`config.mk`:
```
export PLATFORM = sky130hd
export DESIGN_NAME = dbg_link_slave
export DESIGN_NICKNAME = d
export VERILOG_FILES = /design/src/rtl/dbg_link_pkg.sv /design/src/rtl/link_sync.sv /design/src/rtl/link_fsm.sv /design/src/rtl/dbg_regs.sv /design/src/rtl/dbg_link_slave.sv
export SDC_FILE = /design/constraint.sdc
export NUM_CORES = 1
export LEC_CHECK = 0
export BUFFER_PORTS_ARGS = -buffer_cell sky130_fd_sc_hd__buf_2
export CAP_MARGIN = 15
export CORE_MARGIN = 4
export CORE_UTILIZATION = 51
export DETAILED_ROUTE_END_ITERATION = 8
export PLACE_DENSITY = 0.87
export SYNTH_ARGS = -nofsm -noshare
export SYNTH_HDL_FRONTEND = slang
export SYNTH_SLANG_ARGS = --single-unit
```
`constraint.sdc`:
```
create_clock -name clk -period 2.05 [get_ports clk]
set_input_delay 0.41 -clock clk [delete_from_list [all_inputs] [get_ports clk]]
set_output_delay 0.41 -clock clk [all_outputs]
set_load 0.005 [all_outputs]
```
`src/rtl/dbg_link_pkg.sv`:
```
package dbg_link_pkg;

    localparam int DW      = 8;
    localparam int AW      = DW - 1;
    localparam int CW      = $clog2(DW + 1);
    localparam int SEP_CNT = DW;

    typedef enum logic [1:0] {
        PH_IDLE = 2'd0,
        PH_HDR  = 2'd1,
        PH_DATA = 2'd2
    } phase_e;

    typedef struct packed {
        phase_e          phase;
        logic [CW-1:0]   cnt;
        logic [DW-1:0]   sr;
        logic [AW-1:0]   addr;
        logic            rd;
        logic            armed;
        logic            hold;
        logic [DW-1:0]   tx;
        logic            oe;
        logic            dout;
    } link_state_t;

endpackage

```
`src/rtl/link_sync.sv`:
```
module link_sync #(
    parameter int STAGES = 2
) (
    input  logic clk,
    input  logic rst_n,
    input  logic line_clk,
    input  logic line_dat,
    output logic clk_rise,
    output logic clk_fall,
    output logic start_cond,
    output logic dat_s
);

    logic [STAGES:0][1:0] stg_d, stg_q;

    always_comb begin
        stg_d[0] = {line_clk, line_dat};
        for (int i = 1; i <= STAGES; i++) begin
            stg_d[i] = stg_q[i-1];
        end
    end

    always_ff @(posedge clk or negedge rst_n) begin
        if (!rst_n) stg_q <= '1;
        else        stg_q <= stg_d;
    end

    logic cur_c, cur_d, prv_c, prv_d;
    assign cur_c = stg_q[STAGES-1][1];
    assign cur_d = stg_q[STAGES-1][0];
    assign prv_c = stg_q[STAGES][1];
    assign prv_d = stg_q[STAGES][0];

    assign clk_rise   = cur_c & ~prv_c;
    assign clk_fall   = ~cur_c & prv_c;
    assign start_cond = cur_c & prv_c & prv_d & ~cur_d;
    assign dat_s      = cur_d;

endmodule

```
`src/rtl/link_fsm.sv`:
```
module link_fsm
    import dbg_link_pkg::*;
(
    input  logic          clk,
    input  logic          rst_n,
    input  logic          clk_rise,
    input  logic          clk_fall,
    input  logic          start_cond,
    input  logic          dat_s,
    input  logic [DW-1:0] rd_data,
    output logic [AW-1:0] rd_addr,
    output logic          wr_en,
    output logic [AW-1:0] wr_addr,
    output logic [DW-1:0] wr_data,
    output logic          dat_o,
    output logic          dat_oe,
    output logic          hold_o,
    output logic          start_acc,
    output phase_e        st_phase,
    output logic          st_rd,
    output logic [CW-1:0] st_cnt,
    output logic          st_armed
);

    link_state_t st_d, st_q;

    assign rd_addr = (st_q.phase == PH_HDR) ? st_q.sr[DW-1:1]
                                            : AW'(st_q.addr + AW'(1));

    always_comb begin
        st_d      = st_q;
        wr_en     = 1'b0;
        start_acc = start_cond & st_q.armed;

        if (start_acc) begin
            st_d.phase = PH_HDR;
            st_d.cnt   = '0;
            st_d.armed = 1'b0;
            st_d.hold  = 1'b1;
            st_d.oe    = 1'b0;
            st_d.dout  = 1'b1;
        end else if (clk_rise && st_q.phase != PH_IDLE) begin
            if (st_q.cnt != CW'(SEP_CNT)) begin
                st_d.sr  = {st_q.sr[DW-2:0], dat_s};
                st_d.cnt = CW'(st_q.cnt + CW'(1));
            end else begin
                st_d.cnt   = '0;
                st_d.armed = dat_s;
                st_d.hold  = ~dat_s;
                st_d.tx    = rd_data;
                if (st_q.phase == PH_HDR) begin
                    st_d.phase = PH_DATA;
                    st_d.addr  = st_q.sr[DW-1:1];
                    st_d.rd    = st_q.sr[0];
                end else begin
                    wr_en     = ~st_q.rd;
                    st_d.addr = AW'(st_q.addr + AW'(1));
                end
            end
        end else if (clk_fall) begin
            st_d.oe = (st_q.phase == PH_DATA) && st_q.rd
                      && (st_q.cnt != CW'(SEP_CNT));
            if (st_d.oe) begin
                st_d.dout = st_q.tx[DW-1];
                st_d.tx   = {st_q.tx[DW-2:0], 1'b0};
            end else begin
                st_d.dout = 1'b1;
            end
        end
    end

    always_ff @(posedge clk or negedge rst_n) begin
        if (!rst_n) begin
            st_q       <= '0;
            st_q.phase <= PH_IDLE;
            st_q.armed <= 1'b1;
            st_q.dout  <= 1'b1;
        end else begin
            st_q <= st_d;
        end
    end

    assign wr_addr  = st_q.addr;
    assign wr_data  = st_q.sr;
    assign dat_o    = st_q.dout;
    assign dat_oe   = st_q.oe;
    assign hold_o   = st_q.hold;
    assign st_phase = st_q.phase;
    assign st_rd    = st_q.rd;
    assign st_cnt   = st_q.cnt;
    assign st_armed = st_q.armed;

endmodule

```
`src/rtl/dbg_regs.sv`:
```
module dbg_regs
    import dbg_link_pkg::*;
#(
    parameter int          NUM_WR = 4,
    parameter logic [7:0]  ID_LO  = 8'h3C,
    parameter logic [7:0]  ID_HI  = 8'h5A,
    parameter logic [7:0]  REV    = 8'h02
) (
    input  logic                 clk,
    input  logic                 rst_n,
    input  logic [AW-1:0]        rd_addr,
    output logic [DW-1:0]        rd_data,
    input  logic                 wr_en,
    input  logic [AW-1:0]        wr_addr,
    input  logic [DW-1:0]        wr_data,
    output logic [NUM_WR*DW-1:0] bank_o
);

    always_comb begin
        case (rd_addr)
            AW'(0):  rd_data = ID_LO;
            AW'(1):  rd_data = ID_HI;
            AW'(2):  rd_data = REV;
            default: rd_data = '0;
        endcase
    end

    for (genvar g = 0; g < NUM_WR; g++) begin : g_wr
        logic [DW-1:0] byte_d, byte_q;

        always_comb begin
            byte_d = byte_q;
            if (wr_en && wr_addr == AW'(g)) byte_d = wr_data;
        end

        always_ff @(posedge clk or negedge rst_n) begin
            if (!rst_n) byte_q <= '0;
            else        byte_q <= byte_d;
        end

        assign bank_o[g*DW +: DW] = byte_q;
    end

endmodule

```
`src/rtl/dbg_link_slave.sv`:
```
module dbg_link_slave
    import dbg_link_pkg::*;
#(
    parameter int         SYNC_STAGES = 2,
    parameter int         NUM_WR      = 4,
    parameter logic [7:0] ID_LO       = 8'h3C,
    parameter logic [7:0] ID_HI       = 8'h5A,
    parameter logic [7:0] REV         = 8'h02
) (
    input  logic                 clk,
    input  logic                 rst_n,
    input  logic                 link_clk_i,
    input  logic                 link_dat_i,
    output logic                 link_dat_o,
    output logic                 link_dat_oe,
    input  logic                 breq_en_i,
    output logic                 bus_hold_o,
    output logic [NUM_WR*8-1:0]  wr_bank_o
);

    logic          clk_rise, clk_fall, start_cond, dat_s;
    logic          start_acc, wr_en, hold_raw;
    logic [AW-1:0] rd_addr, wr_addr;
    logic [DW-1:0] rd_data, wr_data;
    phase_e        fsm_phase;
    logic          fsm_rd, fsm_armed;
    logic [CW-1:0] fsm_cnt;

    link_sync #(.STAGES(SYNC_STAGES)) u_sync (
        .clk        (clk),
        .rst_n      (rst_n),
        .line_clk   (link_clk_i),
        .line_dat   (link_dat_i),
        .clk_rise   (clk_rise),
        .clk_fall   (clk_fall),
        .start_cond (start_cond),
        .dat_s      (dat_s)
    );

    link_fsm u_fsm (
        .clk        (clk),
        .rst_n      (rst_n),
        .clk_rise   (clk_rise),
        .clk_fall   (clk_fall),
        .start_cond (start_cond),
        .dat_s      (dat_s),
        .rd_data    (rd_data),
        .rd_addr    (rd_addr),
        .wr_en      (wr_en),
        .wr_addr    (wr_addr),
        .wr_data    (wr_data),
        .dat_o      (link_dat_o),
        .dat_oe     (link_dat_oe),
        .hold_o     (hold_raw),
        .start_acc  (start_acc),
        .st_phase   (fsm_phase),
        .st_rd      (fsm_rd),
        .st_cnt     (fsm_cnt),
        .st_armed   (fsm_armed)
    );

    dbg_regs #(
        .NUM_WR (NUM_WR),
        .ID_LO  (ID_LO),
        .ID_HI  (ID_HI),
        .REV    (REV)
    ) u_regs (
        .clk     (clk),
        .rst_n   (rst_n),
        .rd_addr (rd_addr),
        .rd_data (rd_data),
        .wr_en   (wr_en),
        .wr_addr (wr_addr),
        .wr_data (wr_data),
        .bank_o  (wr_bank_o)
    );

    assign bus_hold_o = breq_en_i & hold_raw;

endmodule

```
==> metrics.md <==
| Metric | Value |
|---|---|
| Final Max Tran Viols | 0 |
| Register Area | 1787 sq um |
| H-tree Lvls | 3 |
| Share of Yosys cell area claimed by the top area cell type | about half |
| Antenna violations before repair | 0 |
| CP peak stage delay | 400 ps |
| Post-route minimum period | 1922 ps |
| First-pass GRT wire length | 10860 microns |
| Critical path class | reg2reg |
| Synth Warn # | 0 |
| Leakage Power | 0.001951 uW |
| Max-cap violations | 0 |
| Critical path destination | u_regs.g_wr[1].byte_q[4] |
| Critical path origin | u_fsm.st_cnt[0] |
| R2R Setup Slk | 130 ps |
| Commonest non-fill, non-tap cell in the layout | dfrtp_1 |
| ANT cells | 0 |
| FFs w/ async S/R, synth | 100.0% |
| Buf/Inv on CP | 2 |
| Core footprint | 5886 sq um |
| Seq/Total Area, Yosys | between 50% and 60% |
| Netlist cell types | 44 |
| Fillers | 451 |
| Comb power frac | 1.4% |
| # placed instances | 365 |
| TNS Setup | 0 ps |
| Psw | approximately 550 uW |
| RSZ-0062 raised after global routing | no |
| Area Overhead vs Synth | 19.33% |
| Setup Skew | 12.43 ps |
| Drt wl/cell | 16.62 microns |
| Critical R2R Launch | u_fsm.st_cnt[0] |
| Top post-synthesis cells by area | dfrtp_1, mux2_2, dfstp_2, mux2_1, ha_1 |
| Final Util | 62.48% |
| Final worst-path cycle share | 93.77% |
| I/O Buffers | 39 |
| Crit Path Max Fanout | 8 |
| Worst path depth | 8 |
| Cell Rows | 28 |
| Peak supply drop | between 0.0006 and 0.0007 V |
| CP Launch Type | flop |
| Final setup violation count | 0 |
| TritonCTS buffer count | 9 |
| Initial DRT Pass Iterations | 4 |
| Die height | 85.74 microns |
| Reg2reg path depth | 8 |
| Power per cell area | between 700 and 800 nW/um^2 |
| Clk network pwr share | 44.2% |
| Die ar. | 7350 sq um |
| CTS clk-pin slew, worst paths | roughly 80 ps |
| DIE WIDTH | 85.74 microns |
| Hold Buf Count CTS | 0 |
| Routed wire length | ~6300 microns |
| Met1 wire length | 2861 microns |
| Avg Inst Size Synth | between 10 and 15 sq um |
| Slowest stage cell, crit path | dfrtp_1 |
| Initial core utilization | 52.36% |
| Multi-input gate area | 1241 sq um |
| Hold Path Class | in2async |
| WL met3 | around 280 microns |
| Post-CTS setup buffers | 0 |
| CP arrival | 2160 ps |
| Post-place setup slack | 19.92 ps |
| Ports | 40 |
| Antenna Nets Post-Route | 0 |
| Clock sink count | 71 |
| Yosys reg bits | 71 |
| Mapped Area | about 3100 sq um |
| Iteration-0 DRC Markers | 132 |
| Endpoints failing hold | 0 |
| Nets | 312 |
| Vias in the first global route | 2179 |
| Met2 wire len | 3044 microns |
| Post-DR vias/cell | 5.522 |
| Number of synthesized flops with an enable pin | 0 |
| WP data required | 2290 ps |
| Worst relative slew slack | 71.50% |
| Fmax | 520.2 MHz |
| Via count | 2104 |
| Status | complete, no violations |
| RD Place Congestion | 0.8139 |
| Post-synth top area cell | dfrtp_1 |
| Critical path endpoint category | flop |
| Seq pwr share | 54.4% |
| Post-CTS sizing | 0 |
| Share of post-route cells with drive strength above 1 | 41.50% |
| Commonest non-fill, non-tap cells in the layout | dfrtp_1, buf_2, mux2_2, nand2_1, o21ai_0 |
| Setup slack after layout | 127.8 ps |
| Int Pwr | 2050 uW |
| Global route overflow | 0 |
| Max layer used | met4 |
| Largest net degree at the start of global routing | 72 |
| Worst-Skew Late Latency | between 300 and 400 ps |
| Ys flop type | dfrtp_1 |
| Least-Margin Pin Slew | around 420 ps |
| Max Buffers Root-to-Sink | 2 |
| Syn Nets | roughly 260 |
| Sw frac | between 20% and 30% |
| Crit path max-delay family | simple AND/OR/NAND/NOR gates |
| Gr usage total | between 15 and 20% |
| Post-route DRC | 0 |
| Reg-to-reg endpoint | u_regs.g_wr[1].byte_q[4] |
| Post-DP HPWL | 4351 microns |
| Final std cells w/o fill | 381 |
| Critical-path cell list | inv_1 > ha_1 > and3b_2 > o211ai_1 > nor4_4 > buf_6 > nand2_4 > mux2_1 |
| CTS tree | yes |
| Mapped Cells | 247 |
| Root buffer cell | clkbuf_8 |
## metal layers
| metal | up-vias | global-route usage (%) |
|---|---|---|
| met5 | - | 0 |
| met4 | 0 | 9.353 |
| met3 | 12 | 5.091 |
| met2 | 55 | 31.14 |
| li1 | 988 | - |
| met1 | 1049 | 24.65 |
## per-stage QoR
stage	hold WS (ps)	area, sq um	power [uW]
6_report	74.98	3677	2602
5_1_grt	102.7	3677	2695
4_1_cts	80.51	3657	2623
3_5_place_dp	351.3	3448	1480
3_3_place_gp	348.0	3448	1479
2_1_floorplan	114.4	3082	1443
## logic make-up (layout without fill, tap and decap cells)
kind of cell / Yosys count / count (layout) / share of synthesized area [%]
adder cells (fa/ha/maj): 6 / 6 / 2.436
flip-flops: 71 / 71 / 57.98
XOR/XNOR: 3 / 3 / 0.8528
multiplexers: 44 / 44 / 16.04
buffers and inverters: 18 / 77 / 2.274
AO/OA/AOI/OAI: 44 / 44 / 9.095
AND/OR/NAND/NOR: 61 / 61 / 11.33
## synth_stat cells, drive strengths merged, types with 3 or more instances
cell type	n
mux2	43
ha	6
inv	8
o22ai	3
nor2b	3
a31o	3
nand2	22
nand3	10
dfstp	8
dfrtp	63
nor2	10
buf	3
clkbuf	7
a22oi	5
o21ai	14
a21oi	9
## registers in the layout (all words and copies together), names as in the netlist
register	count
u_fsm.wr_addr	7
u_fsm.st_phase	2
u_fsm.st_armed	1
u_fsm.st_rd	1
u_fsm.st_q	7
u_fsm.dat_o	1
u_regs.g_wr.byte_q	32
u_fsm.st_cnt	4
u_sync.prv_c	1
u_sync.cur_c	1
u_sync.dat_s	1
u_fsm.hold_o	1
u_sync.stg_d	2
u_fsm.wr_data	8
u_fsm.dat_oe	1
u_sync.prv_d	1
## power by group through the flow
stage	Sequential, uW	Clock, uW	Combinational, uW
2_1_floorplan	1440	0	2.88
3_3_place_gp	1440	0	38.3
3_5_place_dp	1440	0	38.8
4_1_cts	1410	1170	38.7
5_1_grt	1410	1240	43.7
6_report	1410	1150	36.6
## worst reg2reg max path: stages (launching register included)
cell,delay [ps]
dfrtp_1,400
inv_1,90
ha_1,140
and3b_2,220
o211ai_1,150
nor4_4,210
buf_6,190
nand2_4,110
mux2_1,330
## cell type report
type | count | share of cell area (%)
inverters | 8 | 0.8166
repair buffers | 53 | 8.608
flip-flops and latches | 71 | 48.59
multi-input cells | 158 | 33.75
clock inverters | 4 | 1.463
clock buffers | 12 | 4.219
well taps | 75 | 2.552
## how the worst min path moves through the flow
stage | slack (ps) | to | startpoint | cells after the start
6_report | 70 | u_regs.g_wr[1].byte_q[2] | rst_n | 2
2_1_floorplan | 110 | u_fsm.dat_oe | rst_n | 0
3_3_place_gp | 350 | u_sync.dat_s | u_sync.stg_d[2] | 0
4_1_cts | 80 | u_regs.g_wr[2].byte_q[2] | rst_n | 2
3_5_place_dp | 350 | u_sync.dat_s | u_sync.stg_d[2] | 0
5_1_grt | 100 | u_regs.g_wr[1].byte_q[3] | rst_n | 2
(Power assumes the default switching activity.)
